===== src/rtl/pse_cls_pkg.sv =====
package pse_cls_pkg;
    localparam int CODE_W = 4;

    localparam logic [CODE_W-1:0] CLS_UNKNOWN  = 4'b0000;
    localparam logic [CODE_W-1:0] CLS_RESERVED = 4'b0101;
    localparam logic [CODE_W-1:0] CLS_ZERO     = 4'b0110;
    localparam logic [CODE_W-1:0] CLS_OVERCUR  = 4'b0111;
    localparam logic [CODE_W-1:0] CLS_MISMATCH = 4'b1000;

    localparam logic [CODE_W-1:0] DET_LEGACY_LO = 4'b1001;
    localparam logic [CODE_W-1:0] DET_LEGACY_HI = 4'b1100;

    typedef struct packed {
        logic [CODE_W-1:0] cls;
        logic [CODE_W-1:0] det;
        logic              pend;
        logic [CODE_W-1:0] first;
        logic              skip;
        logic              flt;
    } trk_state_t;
endpackage


===== src/rtl/pse_det_filter.sv =====
module pse_det_filter
    import pse_cls_pkg::*;
(
    input  logic [CODE_W-1:0] code,
    input  logic              legacy_en,
    output logic              accept
);
    localparam int NCODES = 1 << CODE_W;

    logic [NCODES-1:0] base_ok;
    logic [NCODES-1:0] legacy_ok;

    for (genvar i = 0; i < NCODES; i++) begin : g_mask
        localparam logic [CODE_W-1:0] CV = CODE_W'(i);
        assign base_ok[i]   = (CV == 4'b0000) || (CV == 4'b0001) ||
                              ((CV >= 4'b0011) && (CV <= 4'b0110)) ||
                              (CV == 4'b1000);
        assign legacy_ok[i] = (CV >= DET_LEGACY_LO) && (CV <= DET_LEGACY_HI);
    end

    always_comb begin
        accept = base_ok[code] || (legacy_en && legacy_ok[code]);
    end
endmodule


===== src/rtl/pse_cls_merge.sv =====
module pse_cls_merge
    import pse_cls_pkg::*;
(
    input  logic              valid,
    input  logic [CODE_W-1:0] code,
    input  logic              second,
    input  logic              two_event_en,
    input  logic              pend_q,
    input  logic [CODE_W-1:0] first_q,
    output logic              wr,
    output logic [CODE_W-1:0] value,
    output logic              pend_set,
    output logic              pend_clr,
    output logic              skip,
    output logic              fault
);
    logic [CODE_W-1:0] norm;
    logic              measured;

    always_comb begin
        norm     = (code == CLS_RESERVED) ? CLS_ZERO : code;
        measured = (code <= CLS_OVERCUR);
        wr       = 1'b0;
        value    = CLS_UNKNOWN;
        pend_set = 1'b0;
        pend_clr = 1'b0;
        skip     = 1'b0;
        if (valid && measured) begin
            if (!second) begin
                wr       = 1'b1;
                value    = norm;
                pend_clr = 1'b1;
                if (two_event_en) begin
                    if (norm == CLS_OVERCUR) begin
                        skip = 1'b1;
                    end else begin
                        pend_set = 1'b1;
                        pend_clr = 1'b0;
                    end
                end
            end else if (pend_q) begin
                wr       = 1'b1;
                pend_clr = 1'b1;
                if (norm == CLS_OVERCUR) begin
                    value = CLS_OVERCUR;
                end else if (norm != first_q) begin
                    value = CLS_MISMATCH;
                end else begin
                    value = norm;
                end
            end
        end
        fault = wr && ((value == CLS_OVERCUR) || (value == CLS_MISMATCH));
    end
endmodule


===== src/rtl/pse_class_status.sv =====
module pse_class_status
    import pse_cls_pkg::*;
(
    input  logic              clk,
    input  logic              rst_n,
    input  logic              det_valid,
    input  logic [CODE_W-1:0] det_code,
    input  logic              legacy_en,
    input  logic              cls_valid,
    input  logic [CODE_W-1:0] cls_code,
    input  logic              cls_second,
    input  logic              two_event_en,
    input  logic              port_off,
    input  logic              start_flt_clr,
    input  logic              auto_mode,
    input  logic              auto_power_req,
    input  logic              manual_pwr_en,
    output logic [2*CODE_W-1:0] status_byte,
    output logic              skip_second,
    output logic              start_fault,
    output logic              power_on_cmd
);
    trk_state_t st_d, st_q;

    logic              det_ok;
    logic              m_wr, m_pset, m_pclr, m_skip, m_fault;
    logic [CODE_W-1:0] m_val;
    logic              cls_block;

    pse_det_filter u_det (
        .code      (det_code),
        .legacy_en (legacy_en),
        .accept    (det_ok)
    );

    pse_cls_merge u_merge (
        .valid        (cls_valid),
        .code         (cls_code),
        .second       (cls_second),
        .two_event_en (two_event_en),
        .pend_q       (st_q.pend),
        .first_q      (st_q.first),
        .wr           (m_wr),
        .value        (m_val),
        .pend_set     (m_pset),
        .pend_clr     (m_pclr),
        .skip         (m_skip),
        .fault        (m_fault)
    );

    always_comb begin
        st_d      = st_q;
        st_d.skip = 1'b0;
        if (port_off) begin
            st_d.cls  = '0;
            st_d.det  = '0;
            st_d.pend = 1'b0;
        end else begin
            if (det_valid && det_ok) begin
                st_d.det = det_code;
            end
            if (m_wr) begin
                st_d.cls = m_val;
            end
            if (m_pset) begin
                st_d.pend  = 1'b1;
                st_d.first = m_val;
            end else if (m_pclr) begin
                st_d.pend = 1'b0;
            end
            st_d.skip = m_skip;
        end
        if (m_fault && !port_off) begin
            st_d.flt = 1'b1;
        end else if (start_flt_clr) begin
            st_d.flt = 1'b0;
        end
    end

    always_ff @(posedge clk or negedge rst_n) begin
        if (!rst_n) begin
            st_q <= '0;
        end else begin
            st_q <= st_d;
        end
    end

    always_comb begin
        cls_block    = (st_q.cls == CLS_OVERCUR) || (st_q.cls == CLS_MISMATCH);
        status_byte  = {st_q.cls, st_q.det};
        skip_second  = st_q.skip;
        start_fault  = st_q.flt;
        power_on_cmd = manual_pwr_en || (auto_mode && auto_power_req && !cls_block);
    end
endmodule


===== config.mk =====
export PLATFORM = sky130hd
export DESIGN_NAME = pse_class_status
export DESIGN_NICKNAME = d
export VERILOG_FILES = /design/src/rtl/pse_cls_pkg.sv /design/src/rtl/pse_det_filter.sv /design/src/rtl/pse_cls_merge.sv /design/src/rtl/pse_class_status.sv
export SDC_FILE = /design/constraint.sdc
export NUM_CORES = 1
export LEC_CHECK = 0
export ABC_AREA = 1
export ABC_CLOCK_PERIOD_IN_PS = 1400
export CAP_MARGIN = 20
export CORE_UTILIZATION = 50
export DETAILED_ROUTE_END_ITERATION = 6
export DONT_BUFFER_PORTS = 1
export PLACE_DENSITY = 0.68
export RECOVER_POWER = 100
export SKIP_LAST_GASP = 1
export SYNTH_ARGS = -nofsm -noshare
export SYNTH_HDL_FRONTEND = slang
export SYNTH_HIERARCHICAL = 1
export SYNTH_SLANG_ARGS = --single-unit

===== constraint.sdc =====
create_clock -name clk -period 1.4 [get_ports clk]
set_clock_uncertainty 0.2 [all_clocks]
set_input_delay 0 -clock clk [delete_from_list [all_inputs] [get_ports clk]]
set_output_delay 0 -clock clk [all_outputs]
set_load 0.05 [all_outputs]

==> flow_metrics.tcl, run 1 <==
set metrics [dict create \
    outcome "finished with violations" \
    failed_checks "negative hold slack, negative setup slack" \
    synth_cell_types 25 \
    holdWs_ns -0.440 \
    die_w_um 46.6 \
    drv_cap 0 \
    rsz0062_at_grt "true" \
    antenna_found_initial 0 \
    cts_tree "built" \
    drive_gt1_frac 0.288 \
    cp-start-kind "flip-flop" \
    groute.usage.overall 0.242 \
    hold_depth 1 \
    htree_levels 1 \
    rows 15 \
    critPathKind "flip-flop to flip-flop" \
    ant_nets 0 \
    antenna_cells 0 \
    grt_pass1_vias 928 \
    yosys_warnings 6 \
    numPortBuffers 0 \
    max_slew_margin 0.551 \
    drv_slew 0 \
    tightest_slew_ns 0.671 \
    reg2reg_depth 10 \
    core_area_sq_mm 0.00180 \
    fin_nets 185 \
    path_clk_slew_ns 0.09 \
    yosysSeqAreaShare 0.377 \
    final.setup.tns_ns -1.14 \
    syn_nets 162 \
    crit_fanout 3 \
    setup_ws_ns -0.256 \
    hold_buffers 9 \
    hp-start "port_off" \
    die_area_sq_mm 0.00217 \
    grt_max_degree 16 \
    syn_area_sq_um 995 \
    fillers 168 \
    r2r_end "start_fault" \
    ys_seq_elements 15 \
    worst_ep_required_time_ns 1.42 \
    syn_avg_cell_area_sq_um 7.05 \
    dr.pass1.iters 4 \
    wl_per_cell_um 12.3 \
    overflow 0 \
    max_freq_mhz 604 \
    ios 31 \
    fin_crit_ns 1.66 \
    hp-class "input pin to flip-flop" \
    period_share 1.18 \
    drt_iter0_markers 9 \
    r2r_setup_slack_ns -0.26 \
    cts.sinks 15 \
    setup_viol 10 \
    min_to "status_byte[0]" \
    drc 0 \
    area_delta_synth_final_pct 23.1 \
    max-vdd-ir-drop_uv 654 \
    hpwlAfterDp_um 1580 \
    via_per_inst 5.18 \
    start_util 0.552 \
    r2r-start "st_q[4]" \
    end_kind "flip-flop" \
    grt_first_pass_wirelength_um 3600 \
    cts-buffers-inserted 3 \
    p_leak_nw 0.633 \
    wl_um 2310 \
    regArea_sq_um 375 \
    cts_buffer_depth 2 \
    powerDensity_mw_per_mm2 733 \
    routed-via-count 974 \
    multi_input_area_sq_um 490 \
    die_h_um 46.6 \
    clock_latency_ns 0.29 \
    place.gp.congestion 0.850 \
    hold_viol_final 29 \
    root_buffer "clkbuf_4" \
    arrival_ns 1.67 \
    synth_cells 141 \
]
[stage by stage]
stage / utilization / cells / power (mW) / area, sq um / setup slack, ns
3_5_place_dp: 0.610 / 174 / 0.625 / 1100 / -0.190
6_report: 0.680 / 188 / 0.898 / 1220 / -0.256
5_1_grt: 0.680 / 188 / 0.950 / 1220 / -0.329
4_1_cts: 0.688 / 188 / 0.914 / 1240 / -0.217
2_1_floorplan: - / 141 / 0.589 / 995 / -0.0445
3_3_place_gp: 0.610 / 174 / 0.621 / 1100 / -0.123
[cell families after synthesis]
| kind of cell | share of synthesized area |
|---|---|
| and+or+nand+nor | 0.317 |
| adders and majority gates | 0.0126 |
| AOI/OAI and AO/OA | 0.113 |
| buffers and inverters | 0.162 |
| xor gates and xnor gates | 0.0176 |
| DFF | 0.377 |
[Yosys cell counts]
master    instances  area, sq um
buf_4             8         60.1
nor3_1            1         5.00
a21boi_0          1         7.51
a311oi_1          1         8.76
nor3b_1           1         7.51
nand2_4           1         11.3
o21ai_0           7         35.0
a21oi_2           1         8.76
dfrtp_1          15          375
a21oi_1           4         20.0
inv_1            25         93.8
nor2_1            9         33.8
nand3b_1          1         7.51
nor4_1            1         6.26
nand3_2           2         20.0
ha_1              1         12.5
nor2_2            1         6.26
or2_4             1         8.76
o21bai_1          1         7.51
o22ai_1           4         25.0
nand3_1          12         60.1
nand2_1          38          143
xor2_1            2         17.5
inv_2             2         7.51
nand2_2           1         6.26
[power breakdown]
| part | internal, mW | total [mW] | switching (mW) |
|---|---|---|---|
| logic | 0.0719 | 0.190 | 0.118 |
| clock network | 0.111 | 0.252 | 0.141 |
| registers | 0.446 | 0.456 | 0.00957 |
| total | 0.629 | 0.898 | 0.269 |
[sequential cells by signal (all words and copies together) (netlist names)]
| name | cells |
|---|---|
| st_q | 5 |
| status_byte | 8 |
| skip_second | 1 |
| start_fault | 1 |
[cell type report]
type                            instances  area share
Sequential cell                        15       0.306
Multi-Input combinational cell         91       0.400
Timing Repair Buffer                   26       0.163
Clock buffer                            4      0.0215
Tap cell                               25      0.0255
Inverter                               27      0.0827
[timing repair]
| item | CTS | global route |
|---|---|---|
| gates resized for setup | 10 | 12 |
| hold endpoints to repair | 30 | 14 |
| buffers inserted | 1 | 3 |
| gates cloned | 0 | 0 |
| setup endpoints to repair | 10 | 15 |
| pin swaps | 10 | 8 |
[layer usage]
layer | global-route usage | vias up | part of all wire
met3 | 0.0549 | 4 | 0.078
met5 | 0 | - | 0
met4 | 0.0765 | 0 | 0.0082
met2 | 0.450 | 41 | 0.51
li1 | - | 484 | -
met1 | 0.267 | 445 | 0.40
[placed cells by master, fill, tap and decap left out, drive strengths merged]
master       synthesis  routed
nor3b                1       1
or2                  1       1
a21boi               1       1
nor3                 1       1
nor4                 1       1
a21oi                5       5
nor2                10      10
xor2                 2       2
buf                  8      11
o21bai               1       1
o21ai                7       7
dlygate4sd3          0       6
nand3               14      14
clkbuf               0      13
a311oi               1       1
nand3b               1       1
inv                 27      27
dfrtp               15      15
o22ai                4       4
ha                   1       1
nand2               40      40
[worst max-delay path by stage]
stage | from | to | slack, ns | cells after the start
3_3_place_gp | st_q[5] | start_fault | -0.12 | 8
3_5_place_dp | st_q[5] | start_fault | -0.19 | 8
4_1_cts | st_q[5] | start_fault | -0.22 | 8
5_1_grt | st_q[4] | start_fault | -0.33 | 10
2_1_floorplan | st_q[5] | start_fault | -0.04 | 10
6_report | st_q[4] | start_fault | -0.26 | 10
[critical path, stage by stage, from the launching register on]
cell and delay [ns]:
dfrtp_1 0.40, xor2_1 0.14, nor2_1 0.14, nand3_2 0.11, nand2_2 0.09, nand2_2 0.06, nand2_1 0.07, nand3_1 0.09
o21bai_1 0.15, nand2_1 0.07, o21ai_0 0.07
Power figures use the tool's default switching activity.
==> run 2, diff against run 1 <==
Settings changed: ABC_CLOCK_PERIOD_IN_PS 1400 to 1710, PLACE_DENSITY 0.68 to unset.
Clock period 1.4 ns to 1.71 ns, I/O delays scaled along.
==> run 2 against run 1 <==
The run ends with negative hold slack left. Maximum frequency up 1.2%. Combinational power shrank 16%. Die area unchanged. Hold slack better by 0.43 ns. Routed wire length grew 1.0%. Utilization grew 2.0 points. Sequential power shrank 16%.
==> flow_metrics.tcl, run 2 (same netlist as run 1, synthesis figures left out) <==
set metrics [dict create \
    critPathKind "flip-flop to flip-flop" \
    antenna_found_initial 0 \
    max_freq_mhz 611 \
    hpwlAfterDp_um 1590 \
    die_area_sq_mm 0.00217 \
    fin_nets 188 \
    numPortBuffers 0 \
    period_share 0.957 \
    htree_levels 1 \
    cp-start-kind "flip-flop" \
    path_clk_slew_ns 0.09 \
    ant_nets 0 \
    grt_pass1_vias 842 \
    path_delay_family "simple AND/OR/NAND/NOR gates" \
    die_h_um 46.6 \
    p_leak_nw 0.631 \
    setup_ws_ns 0.0728 \
    fillers 172 \
    end_kind "flip-flop" \
    max-vdd-ir-drop_uv 393 \
    cts_tree "built" \
    rows 15 \
    dp_worst_setup_slack_ns 0.0700 \
    overflow 0 \
    wl_per_cell_um 12.2 \
    grt_max_degree 16 \
    rsz0062_at_grt "true" \
    ios 31 \
    crit_chain "xor2_1 -> nor2_1 -> nand3_2 -> nand2_2 -> nand2_1 -> nand2_1 -> nand2_1 -> o21bai_1 -> nand2_1 -> o21ai_0" \
    cts-buffers-inserted 3 \
    place.gp.congestion 0.832 \
    worst-path-buf-inv 0 \
    crit_fanout 3 \
    cp_slowest_stage_delay_ns 0.39 \
    largest_register_ffs 8 \
    post-route-util 0.700 \
    crit_path_frequent_cell "nand2_1" \
    powerDensity_mw_per_mm2 590 \
    groute.usage.overall 0.247 \
    grt_first_pass_wirelength_um 3650 \
    drv_slew 0 \
    drt_iter0_markers 15 \
    total_power_mw 0.744 \
    area_delta_synth_final_pct 26.8 \
    tightest_slew_ns 0.681 \
    final_cell_mix "nand2_1, inv_1, dlygate4sd3_1, dfrtp_1, nand3_1" \
    holdWs_ns -0.00603 \
    cts.sinks 15 \
    dr.pass1.iters 4 \
    core_area_sq_mm 0.00180 \
    wl_um 2330 \
    drc 0 \
    antenna_cells 0 \
    drv_cap 0 \
    drive_gt1_frac 0.127 \
    max_slew_margin 0.545 \
    hold_viol_final 15 \
    outcome "finished with violations" \
    placed_cell_area_sq_mm 0.00103 \
    die_w_um 46.6 \
    routed-via-count 980 \
    start_util 0.552 \
    clock_latency_ns 0.28 \
    cts_buffer_depth 2 \
    slowest_stage "dfrtp_1" \
    via_per_inst 5.13 \
    worst_ep_required_time_ns 1.71 \
    layout.cells.most_common "nand2_1" \
    setup_viol 0 \
    fin_crit_ns 1.64 \
    final_area_sq_mm 0.00126 \
    failed_checks "negative hold slack" \
    arrival_ns 1.63 \
    hp-class "input pin to asynchronous set/reset pin" \
    root_buffer "clkbuf_4" \
]
==> run 2: changes by cell type in the layout (fill, tap and decap cells not counted), sizes merged <==
cell / delta
buf: -9
clkbuf: -3
clkinv: +1
dlygate4sd3: +11
dlymetal6s4s: +3
==> run 2: final cells by class <==
class	instances	area, sq um	area share
multi-input combinational	91	475	0.377
tap	25	31.3	0.0248
clock inverter	1	5.00	0.00397
sequential	15	375	0.298
timing repair buffer	29	250	0.198
clock buffer	3	22.5	0.0179
inverter	27	101	0.0804
==> run 2: per-layer routing <==
metal,routed length [um],GRT usage,up-vias
met5,0,0,-
met4,18,0.0941,0
met3,152,0.0824,4
met2,1160,0.408,31
met1,1000,0.292,450
li1,-,-,495
==> run 2: repair_timing <==
| item | CTS | global route |
|---|---|---|
| gates resized for setup | 0 | 12 |
| setup endpoints to repair | 0 | 11 |
| setup buffers | 0 | 2 |
| hold endpoints to repair | 30 | 2 |
| hold buffers | 18 | 2 |
==> run 2: power by group <==
group | switching (mW) | leakage (nW) | internal (mW) | total [mW]
Combinational | 0.0926 | 0.406 | 0.0674 | 0.160
Clock | 0.113 | 0.0177 | 0.0867 | 0.200
Sequential | 0.0193 | 0.207 | 0.365 | 0.384
Total | 0.225 | 0.631 | 0.519 | 0.744
==> run 2: path summary, 6_finish.rpt <==
path | slack [ns] | from | end | cells after the start
worst max-delay path | 0.07 | st_q[4] | start_fault | 10
worst min-delay path | -0.006 | rst_n | st_q[4] | 1
worst max register to register | 0.07 | st_q[4] | start_fault | 10
worst min register to register | 0.31 | st_q[5] | st_q[5] | 2
max in group asynchronous | 0.89 | rst_n | status_byte[1] | 1
min in group clk | 0.02 | cls_code[0] | st_q[2] | 7
==> run 2: through the flow <==
| step | TNS (ns) | cells |
|---|---|---|
| floorplan | 0 | 141 |
| global placement | 0 | 165 |
| detailed placement | 0 | 165 |
| CTS | 0 | 187 |
| global route | -0.167 | 191 |
| finish | 0 | 191 |
==> run 3, diff against run 2 <==
Settings changed: ABC_AREA 1 to unset, CORE_ASPECT_RATIO set to 0.9.
==> run 3 against run 2 <==
The run still ends with negative hold slack left. Flip-flop and latch count is the same. Clock power is 4% higher. Final area is 6.2% higher. Register-to-register slack got worse by 0.04 ns. Setup slack worse by 0.068 ns. Sequential power down 1%. Final cell count shrank 17%. Maximum frequency is 4.0% lower. Total power rose by 5.4%. First-iteration DRC count up 110%. Combinational power is 22% higher. Critical path type is now flip-flop to output pin.
==> flow_metrics.tcl, run 3 <==
set metrics [dict create \
    holdWs_ns -0.0236 \
    final_cell_mix "dlygate4sd3_1, dfrtp_1, nor2_1, buf_4" \
    failed_checks "negative hold slack" \
    die_h_um 44.9 \
    drv_slew 0 \
    yosysSeqAreaShare 0.367 \
    cts-buffers-inserted 3 \
    start_util 0.535 \
    rows 15 \
    wl_um 2370 \
    post-route-util 0.699 \
    synth.most_common_cell "dfrtp_1" \
    place.gp.congestion 0.848 \
    cts.sinks 15 \
    r2r-start "st_q[5]" \
    max_freq_mhz 587 \
    largest_register_ffs 8 \
    setup_ws_ns 0.00512 \
    powerDensity_mw_per_mm2 586 \
    syn_nets 132 \
    crit_fanout 2 \
    crit_chain "or4b_1 -> a41o_4" \
    numPortBuffers 0 \
    placed_cell_area_sq_mm 0.00105 \
    overflow 0 \
    htree_levels 1 \
    dp_worst_setup_slack_ns -0.00784 \
    r2r_setup_slack_ns 0.03 \
    fin_nets 156 \
    cp_slowest_stage_delay_ns 0.53 \
    r2r_end "status_byte[6]" \
    die_w_um 49.7 \
    yosysTopAreaCellShare 0.367 \
    grt_pass1_vias 823 \
    routed-via-count 904 \
    drv_cap 0 \
    slowest_stage "or4b_1" \
    syn_area_sq_mm 0.00102 \
    drt_iter0_markers 31 \
    placedCellCount 133 \
    synthArstFlopShare 1.00 \
    wl_per_cell_um 14.9 \
    ios 31 \
    yosys-top-cells-area "dfrtp_1, buf_4, mux2_2, a21bo_2, a21oi_1" \
    total_power_mw 0.785 \
    rsz0062_at_grt "true" \
    dr.pass1.iters 4 \
    syn_avg_cell_area_sq_um 9.22 \
    final_cells 159 \
    die_area_sq_mm 0.00223 \
    groute.usage.overall 0.209 \
    synth.largest_area_cell "dfrtp_1" \
    core_area_sq_mm 0.00191 \
    clock_latency_ns 0.29 \
    final_area_sq_mm 0.00134 \
    synth_cells 111 \
    ant_nets 0 \
    synth_cell_types 36 \
    hold_viol_final 16 \
    drc 0 \
    setup_viol 0 \
    end_kind "output pin" \
    p_leak_nw 0.559 \
    yosys_warnings 6 \
    antenna_cells 0 \
    root_buffer "clkbuf_4" \
    arrival_ns 1.50 \
    layout.cells.most_common "dlygate4sd3_1" \
    antenna_found_initial 0 \
    final.setup.tns_ns 0 \
    fin_crit_ns 1.70 \
    worst_ep_required_time_ns 1.51 \
    hp-class "input pin to asynchronous set/reset pin" \
    path_clk_slew_ns 0.09 \
    critPathKind "flip-flop to output pin" \
    drive_gt1_frac 0.224 \
    outcome "finished with violations" \
    max-vdd-ir-drop_uv 378 \
    synth_ff_type "dfrtp_1" \
    tightest_slew_ns 0.679 \
    hpwlAfterDp_um 1480 \
    cts_tree "built" \
    synth_common_cells "dfrtp_1, nor2_1, buf_4, a21oi_1, nand3_1" \
    via_per_inst 5.69 \
    area_delta_synth_final_pct 30.8 \
    max_slew_margin 0.546 \
    reg2reg_depth 6 \
    synth_edf_count 0 \
    cts_buffer_depth 2 \
    grt_max_degree 16 \
    ys_seq_elements 15 \
    grt_first_pass_wirelength_um 3460 \
    cp-start-kind "flip-flop" \
    period_share 0.997 \
]
[run 3: changes by cell type after synthesis, moves of 4 or more]
cell	change
o21ai_0	-6
nor2b_1	+4
a21bo_2	+4
mux2_2	+4
inv_1	-20
nand4_1	+4
nand3_1	-5
nand2_1	-36
a21oi_1	+4
mux2i_1	+4
clkbuf_1	+4
[run 3: metal layers]
layer / track usage / part of all wire
met4: 0.0629 / 0.018
met3: 0.0707 / 0.053
met5: 0 / 0
met1: 0.280 / 0.46
met2: 0.322 / 0.47
[run 3: where the power goes]
| part | switching, mW | internal, mW |
|---|---|---|
| registers | 0.0140 | 0.366 |
| clock network | 0.117 | 0.0910 |
| logic | 0.102 | 0.0939 |
| total | 0.233 | 0.551 |
[run 3: critical path: cells and delay by family (launching register included)]
kind	cells	cell delay (ns)
flip-flops	1	0.38
AO/OA/AOI/OAI	1	0.29
AND/OR/NAND/NOR	1	0.53
[run 3: worst max path at each step]
| stage | start | to | cells after the start |
|---|---|---|---|
| 2_1_floorplan | st_q[2] | st_q[5] | 5 |
| 3_3_place_gp | st_q[2] | st_q[5] | 5 |
| 3_5_place_dp | st_q[2] | st_q[5] | 5 |
| 4_1_cts | status_byte[5] | power_on_cmd | 2 |
| 5_1_grt | st_q[5] | status_byte[6] | 6 |
| 6_report | status_byte[5] | power_on_cmd | 2 |
[run 3: cell type report]
cell class	count	area [sq um]
fill	163	576
tap	25	31.3
multi-input combinational	78	609
timing repair buffer	32	278
sequential	15	375
inverter	5	18.8
clock buffer	4	26.3
[run 3: logic make-up after synthesis]
group,count (synthesis),synth area share
AND/OR/NAND/NOR,38,0.214
AO/OA/AOI/OAI,27,0.191
buffers and inverters,18,0.0990
flip-flops,15,0.367
multiplexers,8,0.0831
XOR/XNOR,4,0.0342
adder cells (fa/ha/maj),1,0.0122
[run 3: repair_timing]
item                                   4_1_cts  5_1_grt
setup endpoints to repair                    2       13
setup buffers                                0        2
hold buffers                                20        0
resized for setup                            3       10
endpoints found under the hold margin       31        0
pin swaps                                    1        1
